--- src/rtl/swire_pkg.sv ---
package swire_pkg;

   typedef enum logic [2:0] {
      ST_IDLE,
      ST_LOW,
      ST_PD_WAIT,
      ST_PD_DRIVE,
      ST_RELEASE
   } sw_state_e;

   function automatic int unsigned us_to_clk(input int unsigned us, input int unsigned cpu);
      return us * cpu;
   endfunction

endpackage

--- src/rtl/swire_sync.sv ---
module swire_sync #(
   parameter int unsigned STAGES = 2
) (
   input  logic clk_i,
   input  logic rst_ni,
   input  logic d_i,
   output logic q_o
);
   generate
      if (STAGES < 2) begin : g_bad
         $error("swire_sync: STAGES must be at least 2");
      end
   endgenerate

   logic [STAGES-1:0] sh_q;

   always_ff @(posedge clk_i or negedge rst_ni) begin
      if (!rst_ni) sh_q <= '1;
      else         sh_q <= {sh_q[STAGES-2:0], d_i};
   end

   assign q_o = sh_q[STAGES-1];
endmodule

--- src/rtl/swire_timing.sv ---
module swire_timing #(
   parameter int unsigned CLK_PER_US  = 125,
   parameter int unsigned CW          = 18,
   parameter int unsigned RST_STD_US  = 480,
   parameter int unsigned RST_OD_US   = 48,
   parameter int unsigned GLT_STD_US  = 5,
   parameter int unsigned GLT_OD_US   = 1,
   parameter int unsigned SMP_STD_US  = 30,
   parameter int unsigned SMP_OD_US   = 4,
   parameter int unsigned HLD_STD_US  = 30,
   parameter int unsigned HLD_OD_US   = 3,
   parameter int unsigned PDH_STD_US  = 30,
   parameter int unsigned PDH_OD_US   = 3,
   parameter int unsigned PDL_STD_US  = 120,
   parameter int unsigned PDL_OD_US   = 12
) (
   input  logic          od_i,
   output logic [CW-1:0] rst_lim_o,
   output logic [CW-1:0] std_rst_lim_o,
   output logic [CW-1:0] glt_lim_o,
   output logic [CW-1:0] smp_lim_o,
   output logic [CW-1:0] hld_lim_o,
   output logic [CW-1:0] pdh_lim_o,
   output logic [CW-1:0] pdl_lim_o
);
   import swire_pkg::*;

   localparam int unsigned C_RST_STD = us_to_clk(RST_STD_US, CLK_PER_US);
   localparam int unsigned C_RST_OD  = us_to_clk(RST_OD_US,  CLK_PER_US);
   localparam int unsigned C_GLT_STD = us_to_clk(GLT_STD_US, CLK_PER_US);
   localparam int unsigned C_GLT_OD  = us_to_clk(GLT_OD_US,  CLK_PER_US);
   localparam int unsigned C_SMP_STD = us_to_clk(SMP_STD_US, CLK_PER_US);
   localparam int unsigned C_SMP_OD  = us_to_clk(SMP_OD_US,  CLK_PER_US);
   localparam int unsigned C_HLD_STD = us_to_clk(HLD_STD_US, CLK_PER_US);
   localparam int unsigned C_HLD_OD  = us_to_clk(HLD_OD_US,  CLK_PER_US);
   localparam int unsigned C_PDH_STD = us_to_clk(PDH_STD_US, CLK_PER_US);
   localparam int unsigned C_PDH_OD  = us_to_clk(PDH_OD_US,  CLK_PER_US);
   localparam int unsigned C_PDL_STD = us_to_clk(PDL_STD_US, CLK_PER_US);
   localparam int unsigned C_PDL_OD  = us_to_clk(PDL_OD_US,  CLK_PER_US);

   generate
      if (C_GLT_OD == 0 || C_PDH_OD == 0 || C_PDL_OD == 0 || C_HLD_OD == 0) begin : g_zero
         $error("swire_timing: an overdrive window rounds to zero cycles");
      end
      if (C_PDL_STD >= C_RST_STD || C_PDH_STD >= C_RST_STD) begin : g_pd
         $error("swire_timing: presence windows must be shorter than the reset window");
      end
   endgenerate

   assign std_rst_lim_o = CW'(C_RST_STD);
   assign rst_lim_o     = od_i ? CW'(C_RST_OD)  : CW'(C_RST_STD);
   assign glt_lim_o     = od_i ? CW'(C_GLT_OD)  : CW'(C_GLT_STD);
   assign smp_lim_o     = od_i ? CW'(C_SMP_OD)  : CW'(C_SMP_STD);
   assign hld_lim_o     = od_i ? CW'(C_HLD_OD)  : CW'(C_HLD_STD);
   assign pdh_lim_o     = od_i ? CW'(C_PDH_OD)  : CW'(C_PDH_STD);
   assign pdl_lim_o     = od_i ? CW'(C_PDL_OD)  : CW'(C_PDL_STD);
endmodule

--- src/rtl/swire_slave_phy.sv ---
module swire_slave_phy #(
   parameter int unsigned CLK_PER_US  = 125,
   parameter int unsigned SYNC_STAGES = 2,
   parameter int unsigned RST_STD_US  = 480,
   parameter int unsigned RST_OD_US   = 48,
   parameter int unsigned GLT_STD_US  = 5,
   parameter int unsigned GLT_OD_US   = 1,
   parameter int unsigned SMP_STD_US  = 30,
   parameter int unsigned SMP_OD_US   = 4,
   parameter int unsigned HLD_STD_US  = 30,
   parameter int unsigned HLD_OD_US   = 3,
   parameter int unsigned PDH_STD_US  = 30,
   parameter int unsigned PDH_OD_US   = 3,
   parameter int unsigned PDL_STD_US  = 120,
   parameter int unsigned PDL_OD_US   = 12
) (
   input  logic clk_i,
   input  logic rst_ni,
   input  logic line_i,
   output logic pull_o,
   input  logic od_set_i,
   output logic od_o,
   input  logic rd_slot_i,
   input  logic rd_bit_i,
   output logic rd_req_o,
   output logic bit_vld_o,
   output logic bit_o,
   output logic bus_rst_o
);
   import swire_pkg::*;

   localparam int unsigned CW = $clog2(RST_STD_US * CLK_PER_US + 1) + 1;

   generate
      if (RST_OD_US >= RST_STD_US) begin : g_rst_order
         $error("swire_slave_phy: overdrive reset must be shorter than standard reset");
      end
      if (GLT_STD_US >= SMP_STD_US || GLT_OD_US >= SMP_OD_US) begin : g_smp_order
         $error("swire_slave_phy: sample point must lie above the glitch limit");
      end
      if (SMP_STD_US >= RST_OD_US) begin : g_smp_rst
         $error("swire_slave_phy: sample point must lie below every reset limit");
      end
   endgenerate

   logic          ln;
   sw_state_e     state_q;
   logic [CW-1:0] cnt_q, tmr_q;
   logic          drv_q, od_q, rmode_q;
   logic          bit_vld_q, bit_q, bus_rst_q, rd_req_q;
   logic [CW-1:0] rst_lim, std_rst_lim, glt_lim, smp_lim, hld_lim, pdh_lim, pdl_lim;

   swire_sync #(.STAGES(SYNC_STAGES)) u_sync (
      .clk_i (clk_i),
      .rst_ni(rst_ni),
      .d_i   (line_i),
      .q_o   (ln)
   );

   swire_timing #(
      .CLK_PER_US(CLK_PER_US), .CW(CW),
      .RST_STD_US(RST_STD_US), .RST_OD_US(RST_OD_US),
      .GLT_STD_US(GLT_STD_US), .GLT_OD_US(GLT_OD_US),
      .SMP_STD_US(SMP_STD_US), .SMP_OD_US(SMP_OD_US),
      .HLD_STD_US(HLD_STD_US), .HLD_OD_US(HLD_OD_US),
      .PDH_STD_US(PDH_STD_US), .PDH_OD_US(PDH_OD_US),
      .PDL_STD_US(PDL_STD_US), .PDL_OD_US(PDL_OD_US)
   ) u_timing (
      .od_i         (od_q),
      .rst_lim_o    (rst_lim),
      .std_rst_lim_o(std_rst_lim),
      .glt_lim_o    (glt_lim),
      .smp_lim_o    (smp_lim),
      .hld_lim_o    (hld_lim),
      .pdh_lim_o    (pdh_lim),
      .pdl_lim_o    (pdl_lim)
   );

   always_ff @(posedge clk_i or negedge rst_ni) begin
      if (!rst_ni) begin
         state_q   <= ST_IDLE;
         cnt_q     <= '0;
         tmr_q     <= '0;
         drv_q     <= 1'b0;
         od_q      <= 1'b0;
         rmode_q   <= 1'b0;
         bit_vld_q <= 1'b0;
         bit_q     <= 1'b0;
         bus_rst_q <= 1'b0;
         rd_req_q  <= 1'b0;
      end else begin
         bit_vld_q <= 1'b0;
         bus_rst_q <= 1'b0;
         rd_req_q  <= 1'b0;
         if (od_set_i) od_q <= 1'b1;
         unique case (state_q)
            ST_IDLE: begin
               if (!ln) begin
                  state_q <= ST_LOW;
                  cnt_q   <= CW'(1);
                  rmode_q <= rd_slot_i;
                  if (rd_slot_i) begin
                     rd_req_q <= 1'b1;
                     drv_q    <= !rd_bit_i;
                  end
               end
            end
            ST_LOW: begin
               if (ln) begin
                  drv_q <= 1'b0;
                  if (cnt_q >= rst_lim) begin
                     bus_rst_q <= 1'b1;
                     state_q   <= ST_PD_WAIT;
                     tmr_q     <= '0;
                     if (cnt_q >= std_rst_lim) od_q <= 1'b0;
                  end else begin
                     state_q <= ST_IDLE;
                     if (!rmode_q && cnt_q >= glt_lim) begin
                        bit_vld_q <= 1'b1;
                        bit_q     <= (cnt_q < smp_lim);
                     end
                  end
               end else begin
                  if (cnt_q < std_rst_lim) cnt_q <= cnt_q + 1'b1;
                  if (drv_q && cnt_q >= hld_lim) drv_q <= 1'b0;
               end
            end
            ST_PD_WAIT: begin
               if (tmr_q == pdh_lim - 1'b1) begin
                  state_q <= ST_PD_DRIVE;
                  tmr_q   <= '0;
                  drv_q   <= 1'b1;
               end else begin
                  tmr_q <= tmr_q + 1'b1;
               end
            end
            ST_PD_DRIVE: begin
               if (tmr_q == pdl_lim - 1'b1) begin
                  state_q <= ST_RELEASE;
                  drv_q   <= 1'b0;
               end else begin
                  tmr_q <= tmr_q + 1'b1;
               end
            end
            ST_RELEASE: begin
               if (ln) state_q <= ST_IDLE;
            end
            default: state_q <= ST_IDLE;
         endcase
      end
   end

   assign pull_o    = drv_q;
   assign od_o      = od_q;
   assign rd_req_o  = rd_req_q;
   assign bit_vld_o = bit_vld_q;
   assign bit_o     = bit_q;
   assign bus_rst_o = bus_rst_q;

   // at most one kind of event per cycle
   a_r5_one_event: assert property (@(posedge clk_i) disable iff (!rst_ni)
      $onehot0({bit_vld_o, bus_rst_o, rd_req_o}));

   // overdrive only drops on the edge that reports a reset
   a_r3_od_drop_on_reset: assert property (@(posedge clk_i) disable iff (!rst_ni)
      $fell(od_o) |-> bus_rst_o);

   // the presence pull never begins in the cycle the reset is reported
   a_r4_gap_before_presence: assert property (@(posedge clk_i) disable iff (!rst_ni)
      bus_rst_o |-> !pull_o);

   // reset report is a single-cycle pulse
   a_r2_reset_pulse: assert property (@(posedge clk_i) disable iff (!rst_ni)
      bus_rst_o |=> !bus_rst_o);

   // read request is a single-cycle pulse
   a_r6_req_pulse: assert property (@(posedge clk_i) disable iff (!rst_ni)
      rd_req_o |=> !rd_req_o);

   // nothing decoded while the presence pulse is on the line
   a_r9_quiet_presence: assert property (@(posedge clk_i) disable iff (!rst_ni)
      (state_q == ST_PD_DRIVE) |-> !bit_vld_o);
endmodule

--- config.mk ---
export PLATFORM = sky130hd
export DESIGN_NAME = swire_slave_phy
export DESIGN_NICKNAME = d
export VERILOG_FILES = /design/src/rtl/swire_pkg.sv /design/src/rtl/swire_sync.sv /design/src/rtl/swire_timing.sv /design/src/rtl/swire_slave_phy.sv
export SDC_FILE = /design/constraint.sdc
export NUM_CORES = 1
export LEC_CHECK = 0
export CAP_MARGIN = 20
export CORE_MARGIN = 5
export CORE_UTILIZATION = 57
export CTS_BUF_LIST = sky130_fd_sc_hd__clkbuf_4
export DETAILED_ROUTE_END_ITERATION = 12
export PLACE_DENSITY = 0.78
export SETUP_SLACK_MARGIN = 0.05
export SYNTH_ARGS = -nofsm -noshare
export SYNTH_HDL_FRONTEND = slang
export SYNTH_SLANG_ARGS = --single-unit
--- constraint.sdc ---
create_clock -name clk_i -period 2.8 [get_ports clk_i]
set_clock_uncertainty 0.1 [all_clocks]
set_input_delay 0.84 -clock clk_i [delete_from_list [all_inputs] [get_ports clk_i]]
set_output_delay 0.84 -clock clk_i [all_outputs]
set_load 0.01 [all_outputs]
=== Yosys cells after proc, flatten, opt, wreduce, memory -nomap -nowiden ===
Cells that the tools add are included.

* Flip-flop bits (word level): 46
* Logic and storage cells: 97

* $add $sub $neg: 4
* Order comparisons: 6
* Multiplexer cells: 43
* Bitwise logic cells: 2
* Reduce and logical (&&, ||, !) cells: 14
* Eq/ne operators: 17

{| class="wikitable"
|+ Operators with widths
! cell !! count
|-
| $mux W17 || 7
|-
| $ge A17 B17 Y1 || 3
|-
| $pmux W17 S3 || 1
|-
| $add A17 B1 Y17 const B || 2
|-
| $eq A17 B17 Y1 || 2
|-
| $pmux W17 S2 || 1
|-
| $sub A17 B1 Y17 const B || 2
|-
| $mux W12 || 2
|-
| $mux W1 || 21
|-
| $ge A17 B16 Y1 const B || 1
|-
| $lt A17 B16 Y1 const B || 1
|-
| $lt A17 B17 Y1 || 1
|-
| $mux W16 || 1
|-
| $ne A2 B2 Y1 const B || 8
|-
| $mux W3 || 5
|-
| $pmux W3 S5 || 1
|-
| $mux W14 || 1
|-
| $reduce_and A4 Y1 || 3
|-
| $mux W10 || 1
|-
| $eq A3 B2 Y1 const B || 2
|-
| $reduce_and A6 Y1 || 1
|-
| $reduce_and A5 Y1 || 1
|-
| $ne A2 B1 Y1 const B || 2
|-
| $pmux W1 S4 || 1
|-
| 12 further kinds || 15
|}

=== Logic depth before layout (Yosys ltp) ===
* Depth in word-level cells: 7
* Mapped depth: 11

=== Hierarchy ===
A second synthesis with hierarchy kept.

* Cells, all modules: 844
* Area, all modules: 6716.4 µm²

{| class="wikitable"
|+ Modules (own cells, without submodules)
! module !! area each (µm²) !! cells each !! seq. area each (µm²) !! times used
|-
| swire_slave_phy || 5766.8 || 721 || 1101.1 || 1
|-
| swire_timing || 897.1 || 121 || 0.0 || 1
|-
| swire_sync || 52.6 || 2 || 52.6 || 1
|}

=== Worst setup path after synthesis ===
OpenSTA, ideal clock, no wires.

* Path type: reg2reg
* From: register od_q, in the netlist od_o
* To: register tmr_q[12]
* Data arrival time: 2629 ps
* Library setup time: 128 ps
* Data required time: 2572 ps
* Path slack: -57 ps
* Stages on the path, launching flop included: 12
* Cell sequence: dfrtp_1 > buf_6 > inv_1 > ha_1 > nand4_1 > or4_1 > o21a_1 > a31o_1 > buf_6 > buf_6 > o21ai_2 > o31ai_1

* Longest elaborated chain between the ends: 5
* Elaborated cells on any way between the ends: 13
* Classes of those cells: 2 x add/sub; 1 x order compare; 4 x eq/ne; 5 x mux; 1 x reduce/logical

{| class="wikitable"
|+ Ends and longest elaborated chain
! what !! RTL line !! RTL
|-
| from (decl) || swire_slave_phy.sv:49 || <nowiki>logic drv_q, od_q, rmode_q;</nowiki>
|-
| from (signal assigned) || swire_slave_phy.sv:85 || <nowiki>od_q <= 1'b0;</nowiki>
|-
| from (signal assigned) || swire_slave_phy.sv:95 || <nowiki>if (od_set_i) od_q <= 1'b1;</nowiki>
|-
| from (signal assigned) || swire_slave_phy.sv:115 || <nowiki>if (cnt_q >= std_rst_lim) od_q <= 1'b0;</nowiki>
|-
| $mux W12 / $mux W14 (equally long branches) || swire_timing.sv:55, swire_timing.sv:56 ||
|-
| $sub A17 B1 Y17 (on tied branches) || swire_slave_phy.sv:129, swire_slave_phy.sv:138 ||
|-
| $eq A17 B17 Y1 (on tied branches) || swire_slave_phy.sv:129, swire_slave_phy.sv:138 ||
|-
| $mux W17 / $ne A2 B2 Y1 (equally long branches) || -- ||
|-
| $pmux W17 S3 / $reduce_and A4 Y1 (equally long branches) || -- ||
|-
| to (signal assigned) || swire_slave_phy.sv:134 || <nowiki>tmr_q <= tmr_q + 1'b1;</nowiki>
|-
| to (signal assigned) || swire_slave_phy.sv:142 || <nowiki>tmr_q <= tmr_q + 1'b1;</nowiki>
|-
| to (decl) || swire_slave_phy.sv:48 || <nowiki>logic [CW-1:0] cnt_q, tmr_q;</nowiki>
|}

Parallel ways exist; a longest one is shown, timed or not.
A chain may end at the register's enable or synchronous reset.

=== Worst setup path in the final report ===
* From: register od_q, in the netlist od_o
* To: register bit_q, in the netlist bit_o

* Longest elaborated chain between the ends: 4
* Elaborated cells on any way between the ends: 9
* Classes of those cells: 3 x order compare; 3 x mux; 1 x bitwise; 2 x reduce/logical

{| class="wikitable"
|+ Ends and longest elaborated chain
! what !! RTL line !! RTL
|-
| $mux W10 / $mux W16 (equally long branches) || swire_timing.sv:52, swire_timing.sv:51 ||
|-
| $ge A17 B17 Y1 (on tied branches) || swire_slave_phy.sv:118, swire_slave_phy.sv:111 ||
|-
| $logic_and A1 B1 Y1 / $not A1 Y1 (equally long branches) || -- ||
|-
| $reduce_and A4 Y1 (no line) || -- ||
|-
| to (signal assigned) || swire_slave_phy.sv:120 || <nowiki>bit_q <= (cnt_q < smp_lim);</nowiki>
|-
| to (decl) || swire_slave_phy.sv:50 || <nowiki>logic bit_vld_q, bit_q, bus_rst_q, rd_req_q;</nowiki>
|}

Parallel ways exist; a longest one is shown, timed or not.

==> results.toml <==
[sta]
slew_violations = 0
tns_ns = 0
rsz0062_at_grt = "yes"
hold_viol_final = 0
worst_pin_slew_ns = 0.676
layout_min_cycle_time_ns = 2.68
finalSetupViolCount = 0
fmax_mhz = 373
final.setup.worst_slack_ns = 0.119
fin_crit_sh = 0.957
worst_slew_margin_rel = 0.537

[setup_path]
r2r-end = "bit_o"
worstPathMaxFanout = 6
endpoint_kind = "flop"
r2r_slack_ns = 0.12
arrival_ns = 2.82
critical_path.endpoint = "bit_o"
r2r-start = "od_o"
path_class = "flop to flop"
worstSetupStartpoint = "od_o"
critPathLaunchType = "flop"
ff2ff_path_depth = 8
worst_ep_required_time_ns = 2.94

[drt]
drtAntennaViolNets = 0
wire_per_inst_um = 17.2
first_pass_iters = 5
drt-initial-drc-count = 219
drc_errors = 0
vias = 2846
vias_per_cell = 6.47
drt_wl_total_um = 7570

[synth]
yosysMostFrequentCell = "dfrtp_1"
synth_top_area_frac = 0.349
ys_seq_area_frac = 0.366
synthTopCellsByCount = "dfrtp_1, nor2_1, nand2_1"
yosysUniqueCellTypes = 65
synthCells = 346
syn_nets = 372
synth-seq-cells = 46
synth_edf_count = 0
synth-async-reset-ratio = 1.00
yosysWarnings = 0
synth.area.top_cells = "dfrtp_1, ha_1, nor2_1"
synth_area_um2 = 3150
avgSynthCellArea_um2 = 9.11
yosysTopAreaCell = "dfrtp_1"
synthFlopType = "dfrtp_1"

[clocking]
cts.sinks = 46
root_buffer = "clkbuf_4"
h-tree-depth = 2
clk_pin_slew_ns = 0.12
clock_latency_ns = 0.36
cts_buffer_depth = 2
hold_buffers = 0
numCtsBuffers = 5
cts_tree = "yes"

[layout]
finalNonFillerCells = 440
post-route-util = 0.641
diodes = 0
syn2layout_area_growth_pct = 10.7
nets = 393
design_area_um2 = 3490
layout-drive-gt1-share = 0.147

[floorplanning]
die_w_um = 84.4
die_area_um2 = 7120
io_pins = 12
die_height_um = 84.4
core_um2 = 5440
rows = 27
start_util = 0.579

[pwr]
peakVddDrop_mv = 0.370
power_density_nw_per_um2 = 519
leakage_nw = 1.50

[placement]
dp_hpwl_um = 5480
place.gp.congestion = 0.957
place.port_buffers = 11
dpl_cell_area_um2 = 3350
dp.cells = 426
place_ws_ns = 0.0410

[global_route]
grt_start_max_net_pins = 20
grt_pass1_vias = 2562
gr-total-overflow = 0
grt_usage = 0.207
antenna_found_initial = 0
grt_pass1_wl_um = 12300

[min_path]
hold_path.class = "flop to flop"
hold_path_startpoint = "u_sync.sh_q[0]"

[run]
drv_cap = 0

[outcome]
outcome = "complete, no violations"
==> repair_timing <==
action,CTS,global route
endpoints found under the setup margin,8,18
pin swaps,0,2
setup buffers,0,6
resized for setup,3,5
==> worst min path at each step <==
stage                           to  cells after the start
finish              u_sync.sh_q[1]                      0
global route        u_sync.sh_q[1]                      0
CTS                 u_sync.sh_q[1]                      0
detailed placement  u_sync.sh_q[1]                      0
global placement    u_sync.sh_q[1]                      0
floorplan           u_sync.sh_q[1]                      0
==> cell usage in the layout, fill, tap and decap left out, types with 3 or more instances in the layout <==
cell	n
a21o_1	3
nor2_1	31
nor2b_1	7
dfrtp_1	43
nor4_1	6
a2111oi_0	4
ha_1	19
and3_1	9
inv_1	11
a31oi_1	5
nand4b_1	6
nand4_1	11
nand2_1	25
o211ai_1	4
o21ai_1	16
clkbuf_4	6
nand3_1	8
a21oi_1	14
nand2b_1	4
a41oi_1	5
xor2_1	9
nor3_1	5
buf_4	22
o21ai_0	13
o2111ai_1	5
and2_1	4
clkdlybuf4s50_1	10
o21a_1	3
o31ai_1	5
nand3b_1	3
==> flip-flops by register name (all words and copies together) (netlist names) <==
| name | cells |
|---|---|
| cnt_q | 17 |
| tmr_q | 17 |
| state_q | 3 |
| u_sync.sh_q | 2 |
| bit_o | 1 |
| bit_vld_o | 1 |
| bus_rst_o | 1 |
| od_o | 1 |
| pull_o | 1 |
| rd_req_o | 1 |
| rmode_q | 1 |
==> cell families after synthesis <==
group                    Yosys count  synth area share
multiplexers                       4            0.0135
AO/OA/AOI/OAI                    103             0.230
AND/OR/NAND/NOR                  131             0.229
flip-flops                        46             0.366
XOR/XNOR                          10            0.0278
adder cells (fa/ha/maj)           20            0.0794
buffers and inverters             32            0.0548
==> where the power goes <==
group | internal (mW) | switching [mW] | leakage (nW) | total [mW]
registers | 0.732 | 0.0947 | 0.615 | 0.826
logic | 0.276 | 0.397 | 0.851 | 0.673
clock network | 0.104 | 0.206 | 0.0331 | 0.311
==> metal layers <==
layer | global-route usage | up-vias | part of all wire
li1 | - | 1347 | -
met1 | 0.272 | 1394 | 0.44
met2 | 0.354 | 84 | 0.50
met3 | 0.0314 | 21 | 0.041
met4 | 0.0633 | 0 | 0.022
met5 | 0 | - | 0
==> area by class of cell <==
class | count | area, µm²
Inverter | 12 | 48.8
Clock inverter | 2 | 8.76
Multi-Input combinational cell | 268 | 1860
Fill cell | 475 | 1950
Sequential cell | 46 | 1150
Timing Repair Buffer | 34 | 282
Clock buffer | 6 | 45.0
Tap cell | 72 | 90.1
==> per-stage QoR <==
stage          total power, mW  hold WS (ns)
6_report                  1.81         0.265
5_1_grt                   1.93         0.266
4_1_cts                   1.79         0.266
3_5_place_dp              1.48         0.248
3_3_place_gp              1.46         0.246
2_1_floorplan             1.30         0.245
==> critical path, cell delays in order, from the launching register on <==
cell        delay, ns
dfrtp_2          0.44
clkinvlp_4       0.17
buf_4            0.17
ha_1             0.29
o21ai_0          0.08
a2111oi_0        0.42
nor3_1           0.14
or4_4            0.45
mux2_1           0.33
No activity file was read; power rests on OpenSTA's default activity.
